## src/rtl/dbg_erase_pkg.sv

```systemverilog
package dbg_erase_pkg;
  localparam int REG_W    = 8;
  // control bit positions (the unlock sequence depends on them)
  localparam int C_REQ    = 0;
  localparam int C_SRST   = 3;
  localparam int C_HOLD   = 4;
  // status bit positions
  localparam int S_ACK    = 0;
  localparam int S_FRDY   = 1;
  localparam int S_SEC    = 2;
  localparam int S_NRST   = 3;
  localparam int S_MEEN   = 5;

  function automatic logic [REG_W-1:0] pack_ctrl(logic req, logic srst, logic hold);
    logic [REG_W-1:0] v;
    v = '0;
    v[C_REQ]  = req;
    v[C_SRST] = srst;
    v[C_HOLD] = hold;
    return v;
  endfunction

  function automatic logic [REG_W-1:0] pack_status(logic ack, logic frdy, logic sec,
                                                   logic nrst, logic meen);
    logic [REG_W-1:0] v;
    v = '0;
    v[S_ACK]  = ack;
    v[S_FRDY] = frdy;
    v[S_SEC]  = sec;
    v[S_NRST] = nrst;
    v[S_MEEN] = meen;
    return v;
  endfunction

  function automatic logic erase_permitted(logic sec, logic meen);
    return !sec || meen;
  endfunction
endpackage

```

## src/rtl/dbg_erase_ctrl_reg.sv

```systemverilog
module dbg_erase_ctrl_reg (
  input  logic clk,
  input  logic rst_n,
  input  logic sys_rst_n,
  input  logic wr_ctrl,
  input  logic set_req,
  input  logic srst_d,
  input  logic hold_d,
  input  logic clr_req,
  output logic req_q,
  output logic srst_q,
  output logic hold_q
);
  always_ff @(posedge clk or negedge rst_n) begin
    if (!rst_n) begin
      req_q  <= 1'b0;
      srst_q <= 1'b0;
      hold_q <= 1'b0;
    end else if (!sys_rst_n) begin
      req_q  <= 1'b0;
      srst_q <= 1'b0;
      hold_q <= 1'b0;
    end else begin
      if (wr_ctrl) begin
        srst_q <= srst_d;
        hold_q <= hold_d;
      end
      if (clr_req)
        req_q <= 1'b0;
      else if (wr_ctrl && set_req)
        req_q <= 1'b1;
    end
  end
endmodule

```

## src/rtl/dbg_erase_seq.sv

```systemverilog
module dbg_erase_seq (
  input  logic clk,
  input  logic rst_n,
  input  logic sys_rst_n,
  input  logic req,
  input  logic secure_in,
  input  logic meen,
  input  logic frdy,
  input  logic done_in,
  output logic issue,
  output logic done_ok,
  output logic ack_q,
  output logic sec_q,
  output logic blk_q
);
  import dbg_erase_pkg::*;

  logic permitted;
  logic waiting;
  logic blk_set;

  assign permitted = erase_permitted(sec_q, meen);
  assign waiting   = req && !ack_q && !blk_q;
  assign issue     = waiting && permitted && frdy;
  assign blk_set   = waiting && !permitted;
  assign done_ok   = done_in && ack_q;

  always_ff @(posedge clk or negedge rst_n) begin
    if (!rst_n) begin
      ack_q <= 1'b0;
      blk_q <= 1'b0;
      sec_q <= 1'b1;
    end else if (!sys_rst_n) begin
      ack_q <= 1'b0;
      blk_q <= 1'b0;
      sec_q <= secure_in;
    end else begin
      if (done_ok) begin
        ack_q <= 1'b0;
        sec_q <= 1'b0;
      end else if (issue) begin
        ack_q <= 1'b1;
      end
      if (blk_set)
        blk_q <= 1'b1;
    end
  end
endmodule

```

## src/rtl/dbg_erase_unit.sv

```systemverilog
module dbg_erase_unit (
  input  logic       clk,
  input  logic       rst_n,
  input  logic       reg_sel,
  input  logic       reg_wr,
  input  logic [7:0] reg_wdata,
  output logic [7:0] reg_rdata,
  input  logic       sys_rst_n,
  input  logic       secure_in,
  input  logic       erase_en_in,
  input  logic       flash_ready_in,
  input  logic       erase_done,
  output logic       erase_start,
  output logic       sys_rst_req,
  output logic       core_hold
);
  import dbg_erase_pkg::*;

  logic wr_ctrl;
  logic req_q, srst_q, hold_q;
  logic issue, done_ok, ack_q, sec_q, blk_q;
  logic sys_nrst_view;
  logic wdata_unused;

  assign wr_ctrl      = reg_wr && !reg_sel;
  assign wdata_unused = ^{reg_wdata[7:5], reg_wdata[2:1]};

  dbg_erase_ctrl_reg u_ctrl (
    .clk      (clk),
    .rst_n    (rst_n),
    .sys_rst_n(sys_rst_n),
    .wr_ctrl  (wr_ctrl),
    .set_req  (reg_wdata[C_REQ]),
    .srst_d   (reg_wdata[C_SRST]),
    .hold_d   (reg_wdata[C_HOLD]),
    .clr_req  (done_ok),
    .req_q    (req_q),
    .srst_q   (srst_q),
    .hold_q   (hold_q)
  );

  dbg_erase_seq u_seq (
    .clk      (clk),
    .rst_n    (rst_n),
    .sys_rst_n(sys_rst_n),
    .req      (req_q),
    .secure_in(secure_in),
    .meen     (erase_en_in),
    .frdy     (flash_ready_in),
    .done_in  (erase_done),
    .issue    (issue),
    .done_ok  (done_ok),
    .ack_q    (ack_q),
    .sec_q    (sec_q),
    .blk_q    (blk_q)
  );

  assign sys_nrst_view = sys_rst_n && !srst_q;
  assign erase_start   = issue;
  assign sys_rst_req   = srst_q;
  assign core_hold     = hold_q;
  assign reg_rdata     = reg_sel
                       ? pack_status(ack_q, flash_ready_in, sec_q, sys_nrst_view, erase_en_in)
                       : pack_ctrl(req_q, srst_q, hold_q);
endmodule

```

## config.mk

```make
export PLATFORM = sky130hd
export DESIGN_NAME = dbg_erase_unit
export DESIGN_NICKNAME = d
export VERILOG_FILES = /design/src/rtl/dbg_erase_pkg.sv /design/src/rtl/dbg_erase_ctrl_reg.sv /design/src/rtl/dbg_erase_seq.sv /design/src/rtl/dbg_erase_unit.sv
export SDC_FILE = /design/constraint.sdc
export NUM_CORES = 1
export LEC_CHECK = 0
export ABC_AREA = 1
export BUFFER_PORTS_ARGS = -buffer_cell sky130_fd_sc_hd__buf_2
export CORE_AREA = 10 10 47 49
export CTS_CLUSTER_SIZE = 30
export DETAILED_ROUTE_END_ITERATION = 7
export DIE_AREA = 0 0 57 59
export RECOVER_POWER = 100
export SKIP_LAST_GASP = 1
export SLEW_MARGIN = 20
export SYNTH_ARGS = -nofsm -noshare
export SYNTH_HDL_FRONTEND = slang
export SYNTH_SLANG_ARGS = --single-unit
```

## constraint.sdc

```tcl
create_clock -name clk -period 1.03 [get_ports clk]
set_input_delay 0.103 -clock clk [delete_from_list [all_inputs] [get_ports clk]]
set_output_delay 0.103 -clock clk [all_outputs]
set_load 0.01 [all_outputs]
```

==> flow_metrics.py, run 1 <==
metrics = {
    "status": {
        "status": "finished with violations",
        "failed_checks": "setup timing",
    },
    "timing": {
        "fin_skew_ps": 6.28,
        "min_period_over_period": 1.15,
        "timing.hold.ws_ps": 69.1,
        "setup_violations": 3,
        "finalMaxSlewViolations": 0,
        "setup_slack_ps": -152,
        "grt_setup_unrepaired": "yes",
        "min_period_ps": 1180,
        "fmax_mhz": 846,
        "hold_viol": 0,
    },
    "critical_path": {
        "worstPathMaxFanout": 3,
        "path_delay_family": "flip-flops",
        "cp_cell_sequence": "nand2_2, nand3_2, inv_1, buf_2",
        "cp.arrival_ps": 1080,
        "reg2reg_slack_ps": 60,
        "crit_required_ps": 930,
        "cp_slowest_cell": "dfstp_2",
        "rr_startpoint": "u_seq.sec_q",
        "path_buf_inv": 2,
        "critPathLaunchType": "flip-flop",
        "crit_path_max_incr_delay_ps": 550,
        "cp-end-kind": "output port",
        "path_class": "reg2out",
        "crit_path_start": "u_seq.sec_q",
    },
    "synthesis": {
        "yosysTopAreaCell": "dfrtp_1",
        "synth_most_common_cell": "inv_1",
        "synth-seq-cells": 6,
        "asyncSetResetFlopFracSynth": 1.00,
        "synthTopCellsByCount": "inv_1 (12), nand2_1 (9), dfrtp_1 (5), nand3_1 (5)",
        "synth_cells": 51,
        "synth_cell_types": 17,
        "postSynthAreaPerCell_sq_um": 7.53,
        "synth_seq_area_share": 0.394,
        "synth-edff-count": 0,
        "syn_area_sq_um": 384,
        "synth-main-ff-cell": "dfrtp_1",
        "ys_warn_count": 0,
        "synthTopCellsByArea": "dfrtp_1 (33%), inv_1 (12%), nand2_1 (8.8%)",
        "synth_top_area_share": 0.326,
    },
    "grt": {
        "antenna_found_initial": 0,
        "grt_overflow": 0,
        "grt_max_degree": 11,
        "grt_pass1_wl_mm": 1.60,
        "grt.total_usage": 0.0594,
        "grt_pass1_vias": 380,
    },
    "clocking": {
        "cts_buffers": 3,
        "cts_root_buf": "clkbuf_4",
        "clk_pin_slew_ps": 40,
        "clock_path_buffers": 2,
        "clkLatencyLatePin_ps": 240,
        "cts_sinks": 6,
        "htreeDepth": 1,
        "cts_tree": "yes",
    },
    "power_and_ir_drop": {
        "p_per_area_nw_per_um2": 1140,
        "power_frac_seq": 0.418,
        "ir_drop_mv": 0.488,
        "comb_power_share": 0.216,
        "cellLeakagePower_nw": 0.322,
        "internal_power_mw": 0.454,
        "swShare": 0.269,
        "total_power_mw": 0.621,
        "switchingPower_mw": 0.167,
        "clkPwrFrac": 0.366,
    },
    "floorplan": {
        "chipWidth_microns": 57,
        "core_sq_um": 1400,
        "die_area_sq_um": 3360,
        "dieHeight_microns": 59,
        "initial_core_util": 0.274,
        "placement_rows": 14,
        "io_pins": 28,
    },
    "drt": {
        "wl_per_cell_microns": 10.9,
        "drt_pass1_iterations": 2,
        "vias": 376,
        "via_per_inst": 4.09,
        "drc_errors": 0,
        "wirelength_microns": 999,
        "drt_iter0_markers": 6,
        "ant_nets": 0,
    },
    "run": {
        "cap_violations": 0,
    },
    "worst_hold_path": {
        "min_from": "secure_in",
        "hold_class": "in2reg",
    },
    "cells_and_area": {
        "final_nets": 94,
        "n_fill_cell": 159,
        "area_growth_syn_to_layout_pct": 41.7,
        "antennaDiodeCount": 0,
        "drive_gt1_frac": 0.447,
        "layout.area.seq_sq_um": 151,
        "multi_input_area_sq_um": 170,
        "fin_util": 0.388,
    },
    "placed_design": {
        "place_hpwl_microns": 825,
        "io_buffers": 20,
        "gp_congestion": 0.715,
    },
}
sequential cells by signal, summed over array words and instances (netlist names):
register       flops
u_ctrl.hold_q      1
u_ctrl.req_q       1
u_ctrl.srst_q      1
u_seq.ack_q        1
u_seq.blk_q        1
u_seq.sec_q        1
metal layers:
metal  up-vias  part of all wire  global-route usage
met4         0                 0              0.0403
li1        197                 -                   -
met3         0             0.077              0.0236
met5         -                 0                   0
met1       170              0.36              0.0600
met2         9              0.56              0.0992
layout make-up:
class                      instances  share of cell area
multi-input combinational         30               0.313
sequential                         6               0.278
timing repair buffer              23               0.234
inverter                          13              0.0897
clock buffer                       4              0.0483
tap                               16              0.0368
worst register-to-register path, stage by stage (launching register included):
cell and delay (ps):
dfstp_2 550, nand2_2 60, buf_4 130, inv_2 40
a21oi_2 40, nor2_1 90
repair_timing:
item,CTS,global route
pin swaps,1,1
endpoints found under the setup margin,4,6
hold buffers,1,0
endpoints found under the hold margin,6,0
gates resized for setup,5,3
setup buffers,2,0
placed cells by master, fill, tap and decap left out, drive strengths merged:
cell and count:
a21oi 3, buf 17, clkbuf 9, conb 2
dfrtp 5, dfstp 1, dlygate4sd3 1, inv 13
nand2 10, nand3 5, nor2 5, o21ai 5
stage by stage:
step	instance area, sq um	setup WS, ps	std cells	setup TNS [ps]
3_3_place_gp	482	57.3	85	0
4_1_cts	546	-177	92	-326
6_report	544	-152	92	-292
2_1_floorplan	388	192	52	0
3_5_place_dp	482	52.4	85	0
5_1_grt	544	-212	92	-541
cell families (layout without fill, tap and decap cells):
kind of cell,Yosys count,in the layout,share of synthesized area
compound gates,8,8,0.134
buf+inv,16,40,0.195
flops,6,6,0.394
other cells,1,2,0.00976
simple gates,20,20,0.267
path summary, 6_finish.rpt:
check,endpoint,depth (start not counted)
max,erase_start,4
min,u_seq.sec_q,3
max reg2reg,u_seq.blk_q,5
min reg2reg,u_seq.sec_q,2
max in group asynchronous,u_seq.sec_q,2
min in group asynchronous,u_ctrl.srst_q,2
power by group through the flow:
stage,clock network [mW],registers [mW],logic (mW)
5_1_grt,0.258,0.261,0.151
3_3_place_gp,0,0.261,0.121
3_5_place_dp,0,0.262,0.123
2_1_floorplan,0,0.262,0.0756
4_1_cts,0.245,0.260,0.137
6_report,0.228,0.260,0.134
No activity file was read; power rests on OpenSTA's default activity.
==> run 2, diff against run 1 <==
PLACE_DENSITY_LB_ADDON = 0.2   (was unset)
==> flow_metrics.py, run 2 (synthesized netlist as in run 1, its figures left out) <==
metrics = {
    "timing": {
        "finalMaxSlewViolations": 0,
        "setup_tns_ps": -270,
        "fin_skew_ps": 0.596,
        "min_period_ps": 1170,
        "setup_violations": 3,
        "setup_slack_ps": -142,
        "hold_viol": 0,
        "min_period_over_period": 1.14,
        "fmax_mhz": 853,
        "grt_setup_unrepaired": "yes",
    },
    "floorplan": {
        "dieHeight_microns": 59,
        "io_pins": 28,
        "chipWidth_microns": 57,
        "die_area_sq_um": 3360,
        "placement_rows": 14,
        "initial_core_util": 0.274,
        "core_sq_um": 1400,
    },
    "cells_and_area": {
        "area_growth_syn_to_layout_pct": 53.7,
        "n_fill_cell": 163,
        "final_nets": 99,
        "layout_common_cells": "buf_2 (13), inv_1 (9), nand2_1 (8)",
        "antennaDiodeCount": 0,
        "layout_commonest_cell": "buf_2",
        "drive_gt1_frac": 0.494,
    },
    "drt": {
        "wirelength_microns": 985,
        "drt_pass1_iterations": 4,
        "via_per_inst": 4.11,
        "drt_iter0_markers": 5,
        "ant_nets": 0,
        "wl_per_cell_microns": 10.2,
        "vias": 399,
        "drc_errors": 0,
    },
    "power_and_ir_drop": {
        "p_per_area_nw_per_um2": 1090,
        "cellLeakagePower_nw": 0.346,
        "ir_drop_mv": 0.544,
    },
    "critical_path": {
        "crit_required_ps": 930,
        "cp-end-kind": "output port",
        "critPathLaunchType": "flip-flop",
        "reg2regPathDepth": 4,
        "worstPathMaxFanout": 3,
        "path_class": "reg2out",
        "cp.arrival_ps": 1070,
        "reg2reg_slack_ps": 70,
    },
    "clocking": {
        "clkLatencyLatePin_ps": 240,
        "cts_buffers": 3,
        "cts_sinks": 6,
        "cts_root_buf": "clkbuf_4",
        "htreeDepth": 1,
        "clock_path_buffers": 2,
        "clk_pin_slew_ps": 50,
        "cts_tree": "yes",
    },
    "placed_design": {
        "gp_congestion": 0.677,
        "io_buffers": 20,
        "post-place-ws_ps": 54.6,
        "place_hpwl_microns": 782,
    },
    "grt": {
        "grt_overflow": 0,
        "grt_pass1_vias": 403,
        "antenna_found_initial": 0,
        "grt.total_usage": 0.0626,
        "grt_pass1_wl_mm": 1.68,
        "grt_max_degree": 11,
    },
    "worst_hold_path": {
        "hold_class": "in2reg",
        "hold_path_depth": 3,
    },
    "status": {
        "failed_checks": "setup timing",
        "status": "finished with violations",
    },
    "run": {
        "cap_violations": 0,
    },
}
==> run 2: final timing paths <==
path,start,to
max,u_seq.sec_q,erase_start
min,secure_in,u_seq.sec_q
max reg2reg,u_seq.ack_q,u_seq.ack_q
min reg2reg,u_seq.blk_q,u_seq.blk_q
max in group asynchronous,rst_n,u_seq.sec_q
min in group asynchronous,rst_n,u_ctrl.hold_q
==> run 2: power by group <==
part | internal, mW | total (mW) | switching, mW
combinational | 0.0694 | 0.151 | 0.0812
clock | 0.147 | 0.233 | 0.0866
sequential | 0.251 | 0.259 | 0.00804
total | 0.467 | 0.643 | 0.176
==> run 2: stage by stage <==
stage | total power, mW | instances | utilization | cell area, sq um | hold WS, ps
3_5_place_dp | 0.385 | 85 | 0.344 | 482 | -60.4
2_1_floorplan | 0.338 | 52 | - | 388 | -193
6_report | 0.643 | 97 | 0.421 | 591 | 61.0
4_1_cts | 0.648 | 94 | 0.400 | 561 | 55.7
5_1_grt | 0.694 | 97 | 0.421 | 591 | 80.7
3_3_place_gp | 0.383 | 85 | 0.344 | 482 | -63.3
==> run 2: area by class of cell <==
class	instances	area (sq um)	area share
Tap cell	16	20.0	0.0339
Multi-Input combinational cell	30	174	0.294
Inverter	13	48.8	0.0826
Clock buffer	4	26.3	0.0445
Sequential cell	6	151	0.256
Timing Repair Buffer	28	170	0.288
==> run 2: timing repair <==
action / in CTS / in global routing
endpoints found under the hold margin: 6 / 0
pin swaps: 1 / 1
endpoints found under the setup margin: 4 / 5
gates resized for setup: 5 / 5
setup buffers: 4 / 3
hold buffers: 1 / 0
==> run 2: metal layers <==
layer / up-vias / track usage / share of wire
li1: 208 / - / -
met1: 173 / 0.0663 / 0.44
met2: 18 / 0.0884 / 0.42
met3: 0 / 0.0429 / 0.14
met4: 0 / 0.0403 / 0
met5: - / 0 / 0
==> run 2: worst max-delay path: stages, from the launching register on <==
cell	delay, ps
dfstp_2	540
nand2_2	60
nand3_2	80
inv_2	40
buf_6	110
